### src/rtl/autopoll_pkg.sv
package autopoll_pkg;
  localparam logic [7:0] KIND_PERIPH     = 8'h00;
  localparam logic [7:0] TAG_UNSOLICITED = 8'h40;

  typedef enum logic {
    CTL_IDLE,
    CTL_WAIT
  } ctl_state_e;
endpackage

### src/rtl/ap_ms_timer.sv
module ap_ms_timer #(
  parameter int CLK_PER_MS = 1000,
  parameter int RATE_W     = 8
) (
  input  logic              clk,
  input  logic              rst,
  input  logic              arm,
  input  logic              cancel,
  input  logic [RATE_W-1:0] period,
  output logic              expired
);
  localparam int PRE_W = (CLK_PER_MS > 1) ? $clog2(CLK_PER_MS) : 1;
  localparam logic [PRE_W-1:0] PRE_MAX = PRE_W'(CLK_PER_MS - 1);

  logic              armed;
  logic [RATE_W-1:0] ms_left;
  logic [PRE_W-1:0]  pre;

  // cancel wins over arm; the controller never raises both together
  always_ff @(posedge clk) begin
    if (rst || cancel) begin
      armed   <= 1'b0;
      ms_left <= '0;
      pre     <= '0;
    end else if (arm) begin
      armed   <= 1'b1;
      ms_left <= period;
      pre     <= '0;
    end else if (armed && ms_left != '0) begin
      if (pre == PRE_MAX) begin
        pre     <= '0;
        ms_left <= ms_left - 1'b1;
      end else begin
        pre <= pre + 1'b1;
      end
    end
  end

  assign expired = armed && (ms_left == '0);
endmodule

### src/rtl/ap_framer.sv
module ap_framer
  import autopoll_pkg::*;
#(
  parameter int DATA_W  = 8,
  parameter int MAX_LEN = 8,
  parameter int LEN_W   = 4
) (
  input  logic                      clk,
  input  logic                      rst,
  input  logic                      load,
  input  logic [LEN_W-1:0]          load_len,
  input  logic [MAX_LEN*DATA_W-1:0] load_data,
  input  logic                      out_ready,
  output logic                      out_valid,
  output logic [DATA_W-1:0]         out_data,
  output logic                      out_last,
  output logic                      busy
);
  localparam int IDX_W  = $clog2(MAX_LEN + 2);
  localparam int MEM_AW = (MAX_LEN > 1) ? $clog2(MAX_LEN) : 1;

  logic [DATA_W-1:0] mem [MAX_LEN];
  logic              active;
  logic [IDX_W-1:0]  idx;
  logic [LEN_W-1:0]  len_q;
  logic [LEN_W-1:0]  eff_len;
  logic [DATA_W-1:0] sel_byte;
  logic              sel_last;
  logic [MEM_AW-1:0] mem_addr;

  assign eff_len = (load_len > LEN_W'(MAX_LEN)) ? LEN_W'(MAX_LEN) : load_len;

  // response buffer: one write port per slot, filled in a single cycle
  for (genvar g = 0; g < MAX_LEN; g++) begin : g_slot
    always_ff @(posedge clk) begin
      if (load && !active) mem[g] <= load_data[g*DATA_W +: DATA_W];
    end
  end

  always_comb begin
    mem_addr = MEM_AW'(idx - IDX_W'(2));
    if (idx == '0)              sel_byte = DATA_W'(KIND_PERIPH);
    else if (idx == IDX_W'(1))  sel_byte = DATA_W'(TAG_UNSOLICITED);
    else                        sel_byte = mem[mem_addr];
    sel_last = (idx == IDX_W'(len_q) + IDX_W'(1));
  end

  always_ff @(posedge clk) begin
    if (rst) begin
      active    <= 1'b0;
      idx       <= '0;
      len_q     <= '0;
      out_valid <= 1'b0;
      out_data  <= '0;
      out_last  <= 1'b0;
    end else begin
      if (load && !active && eff_len != '0) begin
        active <= 1'b1;
        idx    <= '0;
        len_q  <= eff_len;
      end else if (active && (!out_valid || out_ready)) begin
        idx <= idx + 1'b1;
        if (sel_last) active <= 1'b0;
      end

      if (active && (!out_valid || out_ready)) begin
        out_valid <= 1'b1;
        out_data  <= sel_byte;
        out_last  <= sel_last;
      end else if (out_ready) begin
        out_valid <= 1'b0;
      end
    end
  end

  assign busy = active || out_valid;
endmodule

### src/rtl/autopoll_sched.sv
module autopoll_sched
  import autopoll_pkg::*;
#(
  parameter int CLK_PER_MS = 1000,
  parameter int RATE_W     = 8,
  parameter int MASK_W     = 16,
  parameter int DATA_W     = 8,
  parameter int MAX_LEN    = 8,
  parameter int LEN_W      = $clog2(MAX_LEN + 1),
  parameter int DEF_RATE   = 20,
  parameter logic [MASK_W-1:0] DEF_MASK = '1
) (
  input  logic                      clk,
  input  logic                      rst,
  input  logic                      cfg_en_wr,
  input  logic                      cfg_en_val,
  input  logic                      cfg_rate_wr,
  input  logic [RATE_W-1:0]         cfg_rate_val,
  input  logic                      cfg_mask_wr,
  input  logic [MASK_W-1:0]         cfg_mask_val,
  output logic                      poll_req,
  output logic [MASK_W-1:0]         poll_mask,
  input  logic                      rsp_valid,
  input  logic [LEN_W-1:0]          rsp_len,
  input  logic [MAX_LEN*DATA_W-1:0] rsp_data,
  output logic                      pkt_valid,
  input  logic                      pkt_ready,
  output logic [DATA_W-1:0]         pkt_data,
  output logic                      pkt_last
);
  ctl_state_e        state;
  logic              en_q;
  logic [RATE_W-1:0] rate_q;
  logic [MASK_W-1:0] mask_q;

  logic              en_set, en_clr, en_next;
  logic              rate_ok;
  logic [RATE_W-1:0] rate_next;
  logic              rsp_accept;
  logic              issue;
  logic              tmr_arm, tmr_cancel, tmr_expired;
  logic              frm_busy;

  always_comb begin
    en_set     = cfg_en_wr && cfg_en_val && !en_q;
    en_clr     = cfg_en_wr && !cfg_en_val && en_q;
    en_next    = en_set ? 1'b1 : (en_clr ? 1'b0 : en_q);
    rate_ok    = cfg_rate_wr && (cfg_rate_val != '0);
    rate_next  = rate_ok ? cfg_rate_val : rate_q;
    rsp_accept = (state == CTL_WAIT) && rsp_valid;
    // a period change in the expiry cycle restarts instead of polling
    issue      = tmr_expired && en_q && !en_clr && !rate_ok &&
                 (state == CTL_IDLE) && !frm_busy;
    tmr_arm    = en_set || (rate_ok && en_next) || (rsp_accept && en_next);
    tmr_cancel = en_clr || issue;
  end

  always_ff @(posedge clk) begin
    if (rst) begin
      state    <= CTL_IDLE;
      en_q     <= 1'b0;
      rate_q   <= RATE_W'(DEF_RATE);
      mask_q   <= DEF_MASK;
      poll_req <= 1'b0;
    end else begin
      en_q     <= en_next;
      rate_q   <= rate_next;
      poll_req <= issue;
      if (cfg_mask_wr) mask_q <= cfg_mask_val;
      if (issue)           state <= CTL_WAIT;
      else if (rsp_accept) state <= CTL_IDLE;
    end
  end

  assign poll_mask = mask_q;

  ap_ms_timer #(
    .CLK_PER_MS(CLK_PER_MS),
    .RATE_W    (RATE_W)
  ) u_timer (
    .clk    (clk),
    .rst    (rst),
    .arm    (tmr_arm),
    .cancel (tmr_cancel),
    .period (rate_next),
    .expired(tmr_expired)
  );

  ap_framer #(
    .DATA_W (DATA_W),
    .MAX_LEN(MAX_LEN),
    .LEN_W  (LEN_W)
  ) u_framer (
    .clk      (clk),
    .rst      (rst),
    .load     (rsp_accept),
    .load_len (rsp_len),
    .load_data(rsp_data),
    .out_ready(pkt_ready),
    .out_valid(pkt_valid),
    .out_data (pkt_data),
    .out_last (pkt_last),
    .busy     (frm_busy)
  );
endmodule

### config.mk
export PLATFORM = sky130hd
export DESIGN_NAME = autopoll_sched
export DESIGN_NICKNAME = d
export VERILOG_FILES = /design/src/rtl/autopoll_pkg.sv /design/src/rtl/ap_ms_timer.sv /design/src/rtl/ap_framer.sv /design/src/rtl/autopoll_sched.sv
export SDC_FILE = /design/constraint.sdc
export NUM_CORES = 1
export LEC_CHECK = 0
export ABC_AREA = 1
export BUFFER_PORTS_ARGS = -buffer_cell sky130_fd_sc_hd__buf_4
export CAP_MARGIN = 20
export CORE_UTILIZATION = 35
export CTS_CLUSTER_SIZE = 20
export DETAILED_ROUTE_END_ITERATION = 16
export HOLD_SLACK_MARGIN = 0.1
export SYNTH_ARGS = -nofsm -noshare
export SYNTH_HDL_FRONTEND = slang
export SYNTH_SLANG_ARGS = --single-unit
### constraint.sdc
create_clock -name clk -period 5.5 [get_ports clk]
set_clock_uncertainty 0.1 [all_clocks]
set_input_delay 0.275 -clock clk [delete_from_list [all_inputs] [get_ports clk]]
set_output_delay 0.275 -clock clk [all_outputs]
set_load 0.05 [all_outputs]
# Word level (Yosys, flattened, before mapping)
# Memory sizes are Yosys's and may differ from the RTL's.
# Cells that the tools add are included.
# totals
ff_bits	65
ramBits	64
input_bits	100
output_inout_bits	27
word_cells	90
memories	1
# mem_list
name	depth	width	rd	rd_clocked_by_memory_dff	wr	line_no	text
u_framer.mem	8	8	1	0	8	ap_framer.sv:22	logic [DATA_W-1:0] mem [MAX_LEN];
# classes
addsub	5
order_cmp	1
eq_ne	3
n_mux	19
bitwise_logic	1
reduce_logical	46
# ops
operator	n
$mux 8	6
$logic_and 1x1->1	18
$reduce_bool 8->1	2
$reduce_bool 2->1	6
$mux 1	11
$add 10x1->10 const B	1
$eq 10x10->1 const B	1
$mux 10	1
$add 4x1->4 const B	2
$logic_not 8->1	1
$sub 8x1->8 const B	1
$logic_not 1->1	7
$logic_or 1x1->1	6
$eq 4x1->1 const B	1
$eq 4x4->1	1
$gt 4x4->1 const B	1
$logic_not 4->1	1
$mux 4	1
$reduce_and 2->1	2
$reduce_bool 4->1	1
$reduce_or 2->1	2
$sub 3x2->3 const B	1
$not 1->1	1

# Longest topological paths before layout
# depth
depth_word	11
mapped_depth	11
ltp_nobuf	11

# Hierarchy
# A second synthesis with hierarchy kept.
# hier_totals
hier_cells	684
hier_area_um2	5836.8
# modules_own_cells
module	n_inst	cells_per_inst	area_per_inst_um2	seq_area_each_um2
ap_framer	1	316	3440.8	2302.2
ap_ms_timer	1	202	1256.2	380.4
autopoll_sched	1	166	1139.8	540.5

# Worst setup path after synthesis
# OpenSTA, ideal clock, no wires.
# synth_path
path_type	flip-flop to flip-flop
start	reg state
end	reg u_framer.idx[2]
setup_time_ps	124
t_arrival_ps	4100
required_ps	5276
setup_slack_ps	1176
stages_incl_launch_ff	6
path_buffers	0
period_less_slack_ps	4324
path_cell_list	dfxtp_1 > nand2_1 > nor2_1 > nand2_1 > nand2_1 > nor3b_1
# synth_between
elab_chain_len	4
# synth_lines
item	line_no	text
start, declared	autopoll_sched.sv:31	ctl_state_e state;
start signal, assigned	autopoll_sched.sv:60	state <= CTL_IDLE;
start signal, assigned	autopoll_sched.sv:70	if (issue) state <= CTL_WAIT;
start signal, assigned	autopoll_sched.sv:71	else if (rsp_accept) state <= CTL_IDLE;
$logic_and 1x1->1	autopoll_sched.sv:50	rsp_accept = (state == CTL_WAIT) && rsp_valid;
$logic_and 1x1->1 (2 in series)	ap_framer.sv:57	if (load && !active && eff_len != '0) begin
$reduce_or 2->1 (no source line)	-	
end signal, assigned	ap_framer.sv:62	idx <= idx + 1'b1;
end, declared	ap_framer.sv:24	logic [IDX_W-1:0] idx;
# No other way between the ends.
# A chain may end at the register's enable or synchronous reset.

# Final worst setup path
# layout_path
start	reg u_framer.idx[1]
end	reg u_framer.out_data[5]
# layout_between
elab_chain_len	4
word_cells_on_any_way	6
cone_classes	add/sub: 1; eq/ne: 1; mux: 2; reduce/logical: 1; memory: 1
# layout_lines
item	line_no	text
$sub 3x2->3	ap_framer.sv:41	mem_addr = MEM_AW'(idx - IDX_W'(2));
$mem_v2 8x8	-	
$mux 8	ap_framer.sv:43	else if (idx == IDX_W'(1)) sel_byte = DATA_W'(TAG_UNSOLICITED);
$mux 8 *	ap_framer.sv:42	if (idx == '0) sel_byte = DATA_W'(KIND_PERIPH);
end signal, assigned	ap_framer.sv:68	out_data <= sel_byte;
end, declared	ap_framer.sv:15	output logic [DATA_W-1:0] out_data,
# Mark *: on every way between the ends. The rest lies on a longest branch, timed or not.

==> out/metrics.cfg <==
[floorplan]
ioPinCount = 127
core_mm2 = 0.01537
fp.dieH_um = 128.3
num_rows = 45
start_util = 0.3633
dieArea_mm2 = 0.01646
die_x_um = 128.3

[synthesis]
synth_common_cells = 137 x nand2_1, 82 x nor2_1, 65 x dfxtp_1
async_flop_share = 0
synth_area_leaders = edfxtp_1 34%, dfxtp_1 23%, nand2_1 9.2%, nor2_1 5.5%, nand3_1 5.1%
synth-seq-cells = 129
synth_warnings = 0
synth_top_area_cell = edfxtp_1
syn_inst = 609
yosysMostFrequentCell = nand2_1
yosys.area.top_type_share = 0.3442
synth_edf_count = 64
synth-main-ff-cell = dfxtp_1
synth_nets = 717
synth.distinct_cells = 38
synth_area_mm2 = 0.005584
syn_area_per_cell_um2 = 9.169
yosysSeqAreaShare = 0.5772

[worst_setup_path]
cp.arrival_ns = 3.13
endpoint_kind = flip-flop
required_ns = 5.74
worst-path-buf-inv = 1
slowest_delay_ns = 0.92
path_max_fanout = 28
critPathSlowestCell = dfxtp_1
path_cells = clkinv_1 > ha_1 > nor3b_1 > nor3_2 > nand3_1 > a21oi_1
startpoint_type = flip-flop
crit_family = flip-flops
crit_type = flip-flop to flip-flop

[layout]
syn_to_final_growth_pct = 46.47
fill_cells = 1362
nNetsFinal = 935
drive_above_1_share = 0.2190
n_antenna_cell = 0

[route]
via_per_inst = 4.749
firstDrtPassIters = 5
drt_wl_total_um = 14380
vias = 4991
drtIter0Drc = 314
ant_nets = 0
drc_errors = 0
wire_per_inst_um = 13.68

[global_route]
grt_overflow = 0
grt_usage = 0.1829
grt.busiest_layer = met2
use_met1 = 0.2112
use_met2 = 0.3164
first_global_vias = 4899
grt_start_max_net_pins = 39
grt_pass1_wl_um = 23240
antenna_found_initial = 0
met3_usage = 0.04633

[sta]
worst_pin_slew_ns = 0.9091
period_share = 0.5240
slew_headroom = 0.3931
report.final.slew_viol_count = 0
hold_violations = 0
finalSetupTns_ns = 0
fin_ws_ns = 2.618
rsz0062_at_grt = false
timing.final.crit_period_ns = 2.882
clock.fmax_mhz = 347.0
setup_viol = 0

[clocking]
cts_setup_buffers = 0
clk_latency_ns = 0.42
root_buffer = clkbuf_16
cts_buffers = 17
cts.sinks = 129
cts_tree = done
cts_buffer_depth = 2
clkTransAtPathRegs_ns = 0.06
h-tree-depth = 4

[worst_hold_path]
hold_class = input pin to flip-flop

[placement]
pre_cts_ws_ns = 2.685
place.port_buffers = 126
gp_routability_congestion = 0.8566
dp_hpwl_um = 9195

[power_and_ir_drop]
peakVddDrop_uv = 211.7
power-per-cell-area_mw_per_mm2 = 285.5
leakage_nw = 3.324

[job]
maxCapViolations = 0

[outcome]
status = complete, no violations

power breakdown:
part / internal (mW) / leakage (nW) / switching (mW)
Clock: 0.583 / 0.247 / 0.434
Combinational: 0.137 / 1.97 / 0.137
Sequential: 1.03 / 1.11 / 0.0141
routing by layer:
metal | part of all wire | vias to the layer above | wire (um)
met3 | 0.041 | 34 | 592
li1 | - | 2472 | -
met4 | 0.031 | 0 | 442
met2 | 0.51 | 146 | 7304
met1 | 0.42 | 2339 | 6042
met5 | 0 | - | 0
per-stage QoR:
stage / hold WS, ns / power (mW) / cells / instance area [um2] / utilization
after detailed placement: 0.3508 / 1.282 / 925 / 6698 / 0.4357
after global placement: 0.3439 / 1.279 / 925 / 6698 / 0.4357
final: 0.1115 / 2.335 / 1051 / 8179 / 0.5321
after CTS: 0.1007 / 2.356 / 1051 / 8179 / 0.5321
after global routing: 0.1124 / 2.431 / 1051 / 8179 / 0.5321
after floorplan: 0.2739 / 1.192 / 609 / 5584 / -
final cells by class:
| class | instances | area [um2] | share of cell area |
|---|---|---|---|
| flip-flops and latches | 129 | 3223 | 0.3941 |
| multi-input cells | 412 | 2078 | 0.2541 |
| repair buffers | 222 | 1902 | 0.2325 |
| clock buffers | 19 | 432.9 | 0.05293 |
| well taps | 211 | 264.0 | 0.03228 |
| inverters | 45 | 171.4 | 0.02096 |
| clock inverters | 13 | 107.6 | 0.01316 |
layout by cell type (no fill, tap or decap), types with 2 or more instances in the layout:
cell type      synthesis  layout
a21oi_1               20      20
a21oi_2                2       2
buf_4                  0     128
clkbuf_1              11       2
clkbuf_16              0      17
clkinv_4               0       4
clkinvlp_4             0       5
dfxtp_1               65      65
dlygate4sd3_1          0      94
edfxtp_1              64      64
ha_1                   8       8
inv_1                 40      40
inv_2                  3       3
inv_6                  0       4
nand2_1              137     137
nand2_2                4       4
nand2_4                2       2
nand3_1               57      57
nand3b_1               3       3
nand4_1                4       4
nor2_1                82      81
nor2_2                 3       3
nor2_4                 3       4
nor3_1                 7       7
nor3b_1                3       3
o211ai_1               7       7
o21ai_0               33      33
o21ai_1                7       7
o221ai_1               7       7
xnor2_1                7       7
xor2_1                 8       8
final timing paths:
kind	endpoint	slack, ns	cells past startpoint	start
min	poll_mask[15]$_SDFFE_PP1P_	0.11	3	cfg_mask_wr
max reg2reg	u_framer.out_data[5]$_SDFFE_PP0P_	2.62	6	u_framer.idx[1]$_SDFFE_PP0P_
min reg2reg	poll_mask[15]$_SDFFE_PP1P_	0.36	2	poll_mask[15]$_SDFFE_PP1P_
max	u_framer.out_data[5]$_SDFFE_PP0P_	2.62	6	u_framer.idx[1]$_SDFFE_PP0P_
flip-flops by register name, indices dropped and copies added (netlist names), 4 cells and up:
name               count
u_framer.idx           4
u_framer.mem          64
u_framer.len_q         4
rate_q                 8
u_framer.out_data      8
u_timer.ms_left        8
poll_mask             16
u_timer.pre           10
cell families (layout without fill, tap and decap cells):
logic type,count (synthesis),in the layout,share of synthesized area
simple gates,309,309,0.2433
flops,129,129,0.5772
compound gates,80,80,0.08604
buf+inv,68,299,0.05198
xor+xnor,15,15,0.02353
fa+ha+maj,8,8,0.01793
worst min-delay path: cells and delay by family:
kind / cells / cell delay (ns)
buffers and inverters: 1 / 0.18
and+or+nand+nor: 2 / 0.13
what timing repair did:
item,in CTS,in global routing
hold buffers,94,0
hold endpoints to repair,88,0
gates resized for setup,0,0
No activity file was read; power rests on OpenSTA's default activity.
